[src/rtl/can_guard_pkg.sv]
package can_guard_pkg;

  // Outcome of one read-back comparison
  typedef enum logic [1:0] {
    VERD_NONE     = 2'd0,
    VERD_ARB_LOST = 2'd1,
    VERD_BIT_ERR  = 2'd2,
    VERD_ACK_ERR  = 2'd3
  } verdict_t;

  localparam int unsigned DEF_ERR_STEP   = 8;
  localparam int unsigned DEF_OK_STEP    = 1;
  localparam int unsigned DEF_PASSIVE    = 128;
  localparam int unsigned DEF_BUSOFF_MAX = 255;
  localparam int unsigned DEF_IDLE_RUN   = 11;

endpackage

[src/rtl/cg_bit_judge.sv]
module cg_bit_judge
  import can_guard_pkg::*;
(
  input  logic     tx_bit,
  input  logic     rx_bit,
  input  logic     in_arb,
  input  logic     in_ack,
  output verdict_t verdict
);

  always_comb begin
    verdict = VERD_NONE;
    if (in_ack) begin
      // recessive sent: a dominant read is the acknowledge, a recessive read is its absence
      if (tx_bit && rx_bit)       verdict = VERD_ACK_ERR;
      else if (!tx_bit && rx_bit) verdict = VERD_BIT_ERR;
    end else if (!tx_bit && rx_bit) begin
      verdict = VERD_BIT_ERR;
    end else if (tx_bit && !rx_bit) begin
      verdict = in_arb ? VERD_ARB_LOST : VERD_BIT_ERR;
    end
  end

endmodule

[src/rtl/cg_err_counter.sv]
module cg_err_counter #(
  parameter int unsigned ERR_STEP   = 8,
  parameter int unsigned OK_STEP    = 1,
  parameter int unsigned PASSIVE    = 128,
  parameter int unsigned BUSOFF_MAX = 255
) (
  input  logic clk,
  input  logic rst_n,
  input  logic clr,
  input  logic err_evt,
  input  logic ok_evt,
  output logic trip,
  output logic err_passive,
  output logic bus_off
);

  localparam int unsigned W = $clog2(BUSOFF_MAX + ERR_STEP + 1);
  localparam logic [W-1:0] STEP_UP = W'(ERR_STEP);
  localparam logic [W-1:0] STEP_DN = W'(OK_STEP);
  localparam logic [W-1:0] PAS_LVL = W'(PASSIVE);
  localparam logic [W-1:0] OFF_LVL = W'(BUSOFF_MAX);

  logic [W-1:0] tec_q, tec_n;
  logic         off_q, pas_q;

  always_comb begin
    tec_n = tec_q;
    if (clr)                tec_n = '0;
    else if (off_q)         tec_n = tec_q;
    else if (err_evt)       tec_n = tec_q + STEP_UP;
    else if (ok_evt)        tec_n = (tec_q >= STEP_DN) ? tec_q - STEP_DN : '0;
  end

  assign trip = !clr && !off_q && err_evt && ((tec_q + STEP_UP) > OFF_LVL);

  always_ff @(posedge clk) begin
    if (!rst_n) begin
      tec_q <= '0;
      off_q <= 1'b0;
      pas_q <= 1'b0;
    end else begin
      tec_q <= tec_n;
      off_q <= clr ? 1'b0 : (off_q || (tec_n > OFF_LVL));
      pas_q <= (tec_n >= PAS_LVL);
    end
  end

  assign err_passive = pas_q;
  assign bus_off     = off_q;

  // every judged error adds the full step
  a_r3_step_up: assert property (@(posedge clk) disable iff (!rst_n)
    (err_evt && !clr && !off_q) |=> (tec_q == $past(tec_q) + STEP_UP));

  // a clean frame at zero leaves the counter at zero
  a_r7_floor: assert property (@(posedge clk) disable iff (!rst_n)
    (ok_evt && !err_evt && !clr && !off_q && tec_q == '0) |=> (tec_q == '0));

  // bus-off holds until the recovery pulse
  a_r9_busoff_sticky: assert property (@(posedge clk) disable iff (!rst_n)
    (off_q && !clr) |=> off_q);

  // bus-off implies error-passive
  a_r8_passive_in_off: assert property (@(posedge clk) disable iff (!rst_n)
    off_q |-> pas_q);

endmodule

[src/rtl/cg_idle_watch.sv]
module cg_idle_watch #(
  parameter int unsigned RUN_LEN = 11
) (
  input  logic clk,
  input  logic rst_n,
  input  logic arm,
  input  logic bit_stb,
  input  logic rx_bit,
  output logic run_hit
);

  localparam int unsigned CW = $clog2(RUN_LEN + 1);
  localparam logic [CW-1:0] LAST = CW'(RUN_LEN - 1);

  logic [CW-1:0] cnt_q;

  assign run_hit = arm && bit_stb && rx_bit && (cnt_q == LAST);

  always_ff @(posedge clk) begin
    if (!rst_n || !arm)        cnt_q <= '0;
    else if (bit_stb) begin
      if (!rx_bit || run_hit)  cnt_q <= '0;
      else                     cnt_q <= cnt_q + 1'b1;
    end
  end

  // the run counter never passes the idle length
  a_r6_run_bounded: assert property (@(posedge clk) disable iff (!rst_n)
    cnt_q <= LAST);

  // a dominant read restarts the run
  a_r6_dom_restart: assert property (@(posedge clk) disable iff (!rst_n)
    (arm && bit_stb && !rx_bit) |=> (cnt_q == '0));

endmodule

[src/rtl/can_tx_guard.sv]
module can_tx_guard
  import can_guard_pkg::*;
#(
  parameter int unsigned ERR_STEP   = DEF_ERR_STEP,
  parameter int unsigned OK_STEP    = DEF_OK_STEP,
  parameter int unsigned PASSIVE    = DEF_PASSIVE,
  parameter int unsigned BUSOFF_MAX = DEF_BUSOFF_MAX,
  parameter int unsigned IDLE_RUN   = DEF_IDLE_RUN
) (
  input  logic clk,
  input  logic rst_n,
  input  logic busoff_clr,
  input  logic bit_stb,
  input  logic in_frame,
  input  logic in_arb_field,
  input  logic in_ack_slot,
  input  logic last_bit,
  input  logic tx_bit,
  input  logic rx_bit,
  output logic tx_en,
  output logic arb_lost,
  output logic err_req,
  output logic retx_req,
  output logic err_passive,
  output logic bus_off
);

  verdict_t verdict;
  logic     pend_q, en_q, lost_q, err_q, retx_q;
  logic     judge_en, err_evt, arb_evt, ok_evt, trip, run_hit;

  cg_bit_judge u_judge (
    .tx_bit  (tx_bit),
    .rx_bit  (rx_bit),
    .in_arb  (in_arb_field),
    .in_ack  (in_ack_slot),
    .verdict (verdict)
  );

  // a bit counts only while a frame is live and no retry is pending
  assign judge_en = bit_stb && in_frame && !pend_q && !bus_off && !busoff_clr;
  assign err_evt  = judge_en && (verdict == VERD_BIT_ERR || verdict == VERD_ACK_ERR);
  assign arb_evt  = judge_en && (verdict == VERD_ARB_LOST);
  assign ok_evt   = judge_en && last_bit && (verdict == VERD_NONE);

  cg_err_counter #(
    .ERR_STEP   (ERR_STEP),
    .OK_STEP    (OK_STEP),
    .PASSIVE    (PASSIVE),
    .BUSOFF_MAX (BUSOFF_MAX)
  ) u_tec (
    .clk         (clk),
    .rst_n       (rst_n),
    .clr         (busoff_clr),
    .err_evt     (err_evt),
    .ok_evt      (ok_evt),
    .trip        (trip),
    .err_passive (err_passive),
    .bus_off     (bus_off)
  );

  cg_idle_watch #(
    .RUN_LEN (IDLE_RUN)
  ) u_idle (
    .clk     (clk),
    .rst_n   (rst_n),
    .arm     (pend_q && !bus_off),
    .bit_stb (bit_stb),
    .rx_bit  (rx_bit),
    .run_hit (run_hit)
  );

  always_ff @(posedge clk) begin
    if (!rst_n || busoff_clr) begin
      en_q   <= 1'b1;
      lost_q <= 1'b0;
      pend_q <= 1'b0;
      err_q  <= 1'b0;
      retx_q <= 1'b0;
    end else begin
      err_q  <= err_evt;
      retx_q <= 1'b0;
      if (trip || bus_off) begin
        en_q   <= 1'b0;
        lost_q <= 1'b0;
        pend_q <= 1'b0;
      end else if (arb_evt) begin
        en_q   <= 1'b0;
        lost_q <= 1'b1;
        pend_q <= 1'b1;
      end else if (err_evt) begin
        pend_q <= 1'b1;
      end else if (run_hit) begin
        en_q   <= 1'b1;
        lost_q <= 1'b0;
        pend_q <= 1'b0;
        retx_q <= 1'b1;
      end
    end
  end

  assign tx_en    = en_q;
  assign arb_lost = lost_q;
  assign err_req  = err_q;
  assign retx_req = retx_q;

  // a withdrawn node never drives
  a_r1_lost_silent: assert property (@(posedge clk) disable iff (!rst_n)
    arb_lost |-> !tx_en);

  // losing arbitration raises no error frame
  a_r1_loss_no_err: assert property (@(posedge clk) disable iff (!rst_n)
    $rose(arb_lost) |-> !err_req);

  // the error request is a single pulse
  a_r3_err_pulse: assert property (@(posedge clk) disable iff (!rst_n)
    err_req |=> !err_req);

  // retry is a single pulse and ends the withdrawal
  a_r6_retx_pulse: assert property (@(posedge clk) disable iff (!rst_n)
    retx_req |-> (!arb_lost && tx_en) ##1 !retx_req);

  // bus-off keeps the driver off and asks for no retry
  a_r9_off_silent: assert property (@(posedge clk) disable iff (!rst_n)
    bus_off |-> (!tx_en && !retx_req));

  // the recovery pulse restores the driver
  a_r10_recover: assert property (@(posedge clk) disable iff (!rst_n)
    busoff_clr |=> (!bus_off && tx_en && !arb_lost));

endmodule

[config.mk]
export PLATFORM = sky130hd
export DESIGN_NAME = can_tx_guard
export DESIGN_NICKNAME = d
export VERILOG_FILES = /design/src/rtl/can_guard_pkg.sv /design/src/rtl/cg_bit_judge.sv /design/src/rtl/cg_err_counter.sv /design/src/rtl/cg_idle_watch.sv /design/src/rtl/can_tx_guard.sv
export SDC_FILE = /design/constraint.sdc
export NUM_CORES = 1
export LEC_CHECK = 0
export ABC_AREA = 1
export BUFFER_PORTS_ARGS = -buffer_cell sky130_fd_sc_hd__buf_2
export CAP_MARGIN = 5
export CELL_PAD_IN_SITES_DETAIL_PLACEMENT = 0
export CELL_PAD_IN_SITES_GLOBAL_PLACEMENT = 1
export CORE_MARGIN = 2
export CORE_UTILIZATION = 39
export CTS_BUF_LIST = sky130_fd_sc_hd__clkbuf_2 sky130_fd_sc_hd__clkbuf_4 sky130_fd_sc_hd__clkbuf_8
export DETAILED_ROUTE_END_ITERATION = 8
export GPL_ROUTABILITY_DRIVEN = 1
export PLACE_DENSITY = 0.87
export RECOVER_POWER = 25
export SLEW_MARGIN = 20
export SYNTH_ARGS = -nofsm -noshare
export SYNTH_HDL_FRONTEND = slang
export SYNTH_SLANG_ARGS = --single-unit
[constraint.sdc]
create_clock -name clk -period 1.54 [get_ports clk]
set_input_delay 0.077 -clock clk [delete_from_list [all_inputs] [get_ports clk]]
set_output_delay 0.077 -clock clk [all_outputs]
set_load 0.02 [all_outputs]
==> summary.md <==
| Metric | Value |
|---|---|
| Syn nets | 227 |
| Crit path max-delay cell type | dfxtp_2 |
| Die ar. | between 4000 and 5000 um^2 |
| Pre-CTS WS | 13.0 ps |
| Dpl hpwl | between 2 and 3 mm |
| Crit path launch | u_tec.tec_q[3] |
| Fin nets | 271 |
| Buffers on Ports | 15 |
| Maximum VDD drop | 0.368 mV |
| GR Util All Layers | 17.1% |
| Final Max Tran Viols | 0 |
| Maximum root-to-sink buffer count | 2 |
| Reg-to-reg setup timing slack | around 47 ps |
| GRT Max-Usage Layer | met2 |
| Final Setup Violations | 0 |
| P_leak | between 0.0008 and 0.0009 uW |
| Grt met1 use | a little over a fifth |
| Gpl congestion | a little under 0.9 |
| Average size of a mapped cell | 6.72 um^2 |
| Util after Layout | ~55% |
| Vias | 1433 |
| Placed cell count | between 200 and 300 |
| Die height | 63.9 um |
| Post-Layout Cell Count | 296 |
| Final Hold Viols | 0 |
| IO Pins | 16 |
| Drt wl/cell | roughly 12 um |
| Setup Skew | about 9.0 ps |
| Die width | ~64 um |
| Post-DRT Antenna Nets | 0 |
| Core region area | ~3400 um^2 |
| Post-synth cell types | 24 |
| Synthesis-stage register bit count | 20 |
| Pin count of the biggest net entering global routing | 11 |
| Worst hold-check path type | input pin to flip-flop |
| Final worst slack | 46.9 ps |
| CP peak stage delay | 380 ps |
| Power Dens Cells | between 500 and 600 nW/um^2 |
| Async S/R FF share, synth | 0% |
| Clock buffers created by TritonCTS | 3 |
| GRT met2 Usage | between 20 and 30% |
| Drt first pass iters | 4 |
| Yosys warnings | 0 |
| Rel. slew slack | between 70% and 80% |
| Initial antenna violation count | 0 |
| Top cells by area, synth | dfxtp_1 (29%), nand2_1 (12%), ha_1 (8.1%) |
| R2r startpoint | u_tec.tec_q[3] |
| Root Driver | clkbuf_4 |
| Clock transition at path regs | around 120 ps |
| Ys flop type | dfxtp_1 |
| Top delay family on crit path | simple AND/OR/NAND/NOR gates |
| Crit path time final | between 1000 and 1500 ps |
| Clk Latency, worst-skew pair | 300 ps |
| Min-delay src | rst_n |
| Vias in the first global route | 1259 |
| Final wirelength | roughly 3.5 mm |
| Area leader, netlist | dfxtp_1 |
| Outcome | finished clean |
| H-tree Lvls | 1 |
| Max Cap Viol | 0 |
| Slew @ Worst Pin | roughly 320 ps |
| First-pass GRT wire length | about 5.5 mm |
| Sequential area share after synthesis | approximately 29% |
| Layout cells sized above 1 | a little under two fifths |
| CTS tree | done |
| Worst Path Required | roughly 1700 ps |
| CP Buf/Inv Count | 1 |
| Post-Synthesis Cells | 208 |
| Vias per cell | around 4.8 |
| Worst setup EP type | flip-flop |
| # diodes | 0 |
| RSZ-0062 raised after global routing | yes |
| Initial Util | around two fifths |
| Area Growth Syn to Fin | 33.9% |
| Highest clock rate | between 600 and 700 MHz |
| Met3 global-route usage | 3.70% |
| Fin crit share | a little over nine tenths |
| Final hold slack | 96.0 ps |
| Post-synth EDFFs | 0 |
| Gr ovfl total | 0 |
| Clock sink count | 20 |
| FILL cells | between 300 and 400 |
| Worst-path cell chain | buf_6 -> ha_4 -> xor2_2 -> nand3_1 -> nor2_1 -> nand3_1 -> nand3_2 -> nor2_1 |
| Critical Path Fanout Max | 4 |
| Synth Cell Area | 1400 um^2 |
| Setup CP Type | flip-flop to flip-flop |
| Placement row count | 21 |
| Top-area cell type share of the netlist area | roughly 29% |
| Final routed DRC violation total | 0 |
| Iteration-0 DRC Markers | 65 |
| Critical Path AT | ~1700 ps |
| Critical path startpoint category | flip-flop |
final timing paths:
kind,to,cells past startpoint
setup / recovery,pend_q,8
hold / removal,u_tec.tec_q[7],3
setup reg to reg,pend_q,8
hold reg to reg,arb_lost,2
state kept, by name, summed over array words and instances, names as in the netlist:
signal             cells
arb_lost               1
err_req                1
pend_q                 1
retx_req               1
tx_en                  1
u_idle.cnt_q           4
u_tec.bus_off          1
u_tec.err_passive      1
u_tec.tec_q            9
worst reg2reg max path, stage by stage, from the launching register on:
cell     delay, ps
dfxtp_2        380
buf_6          140
ha_4           160
xor2_2         180
nand3_1        120
nor2_1         120
nand3_1        130
nand3_2        130
nor2_1          50
cell families (layout without fill, tap and decap cells):
logic type                 Yosys count  count (layout)  synth area share (%)
xor gates and xnor gates             7               7                  4.39
and+or+nand+nor                    116             117                  39.7
AOI/OAI and AO/OA                   20              20                  8.77
adders and majority gates            9               9                  8.06
DFF                                 20              20                  28.6
buffers and inverters               36              77                  10.5
final cells by class:
type                    instances  area (um^2)  share of cell area [%]
multi-input cells             153          975                    52.1
flip-flops and latches         20          412                    22.0
repair buffers                 40          273                    14.6
inverters                      34          133                    7.09
well taps                      46         57.6                    3.07
clock buffers                   3         22.5                    1.20
per-layer routing:
metal  vias up  wire length (um)
li1        747                 -
met1       641              1660
met2        35              1650
met3        10               133
met4         0                72
met5         -                 0
placed cells by master, fill, tap and decap left out, types with 2 or more instances in the layout:
cell / instances
ha_2: 2
buf_4: 21
inv_4: 2
clkbuf_4: 3
nor3_2: 4
o21ai_1: 2
nand3_2: 4
nand3b_1: 2
dfxtp_1: 13
o21ai_0: 3
a211oi_1: 2
buf_2: 12
nor2_4: 3
nor2_1: 26
a21oi_1: 7
inv_2: 10
inv_1: 22
a21oi_2: 3
clkbuf_1: 3
nand3_1: 16
buf_6: 3
ha_1: 4
nand2_2: 7
xor2_1: 6
dfxtp_2: 6
nor2_2: 4
nand4_1: 6
ha_4: 3
nand2_1: 42
Yosys cell counts, types with 3 or more instances:
| master | count |
|---|---|
| nor2_1 | 28 |
| nand2_2 | 4 |
| ha_1 | 9 |
| a21oi_1 | 9 |
| nand2_1 | 45 |
| nand4_1 | 6 |
| nand3_1 | 19 |
| inv_2 | 4 |
| inv_1 | 30 |
| a211oi_1 | 3 |
| o21ai_0 | 6 |
| nor3_1 | 3 |
| dfxtp_1 | 20 |
| nor2_4 | 3 |
| xor2_1 | 7 |
metrics by stage:
step                      cell area, um^2  setup TNS [ps]  total power (uW)
after floorplan                      1400               0               619
after global placement               1660               0               672
after detailed placement             1660               0               672
after CTS                            1690               0               923
after global routing                 1870            -342               987
final                                1870               0               939
timing repair:
item / CTS / global route
cloned: 0 / 1
buffers inserted: 0 / 5
endpoints found under the setup margin: 6 / 17
endpoints found under the hold margin: 0 / 2
resized for setup: 4 / 45
hold buffers: 0 / 1
pin swaps: 0 / 13
power by group:
part / total, uW / switching (uW) / internal [uW]
clock: 258 / 167 / 91.2
sequential: 526 / 5.95 / 520
combinational: 155 / 92.6 / 62.2
(Power assumes the default switching activity.)
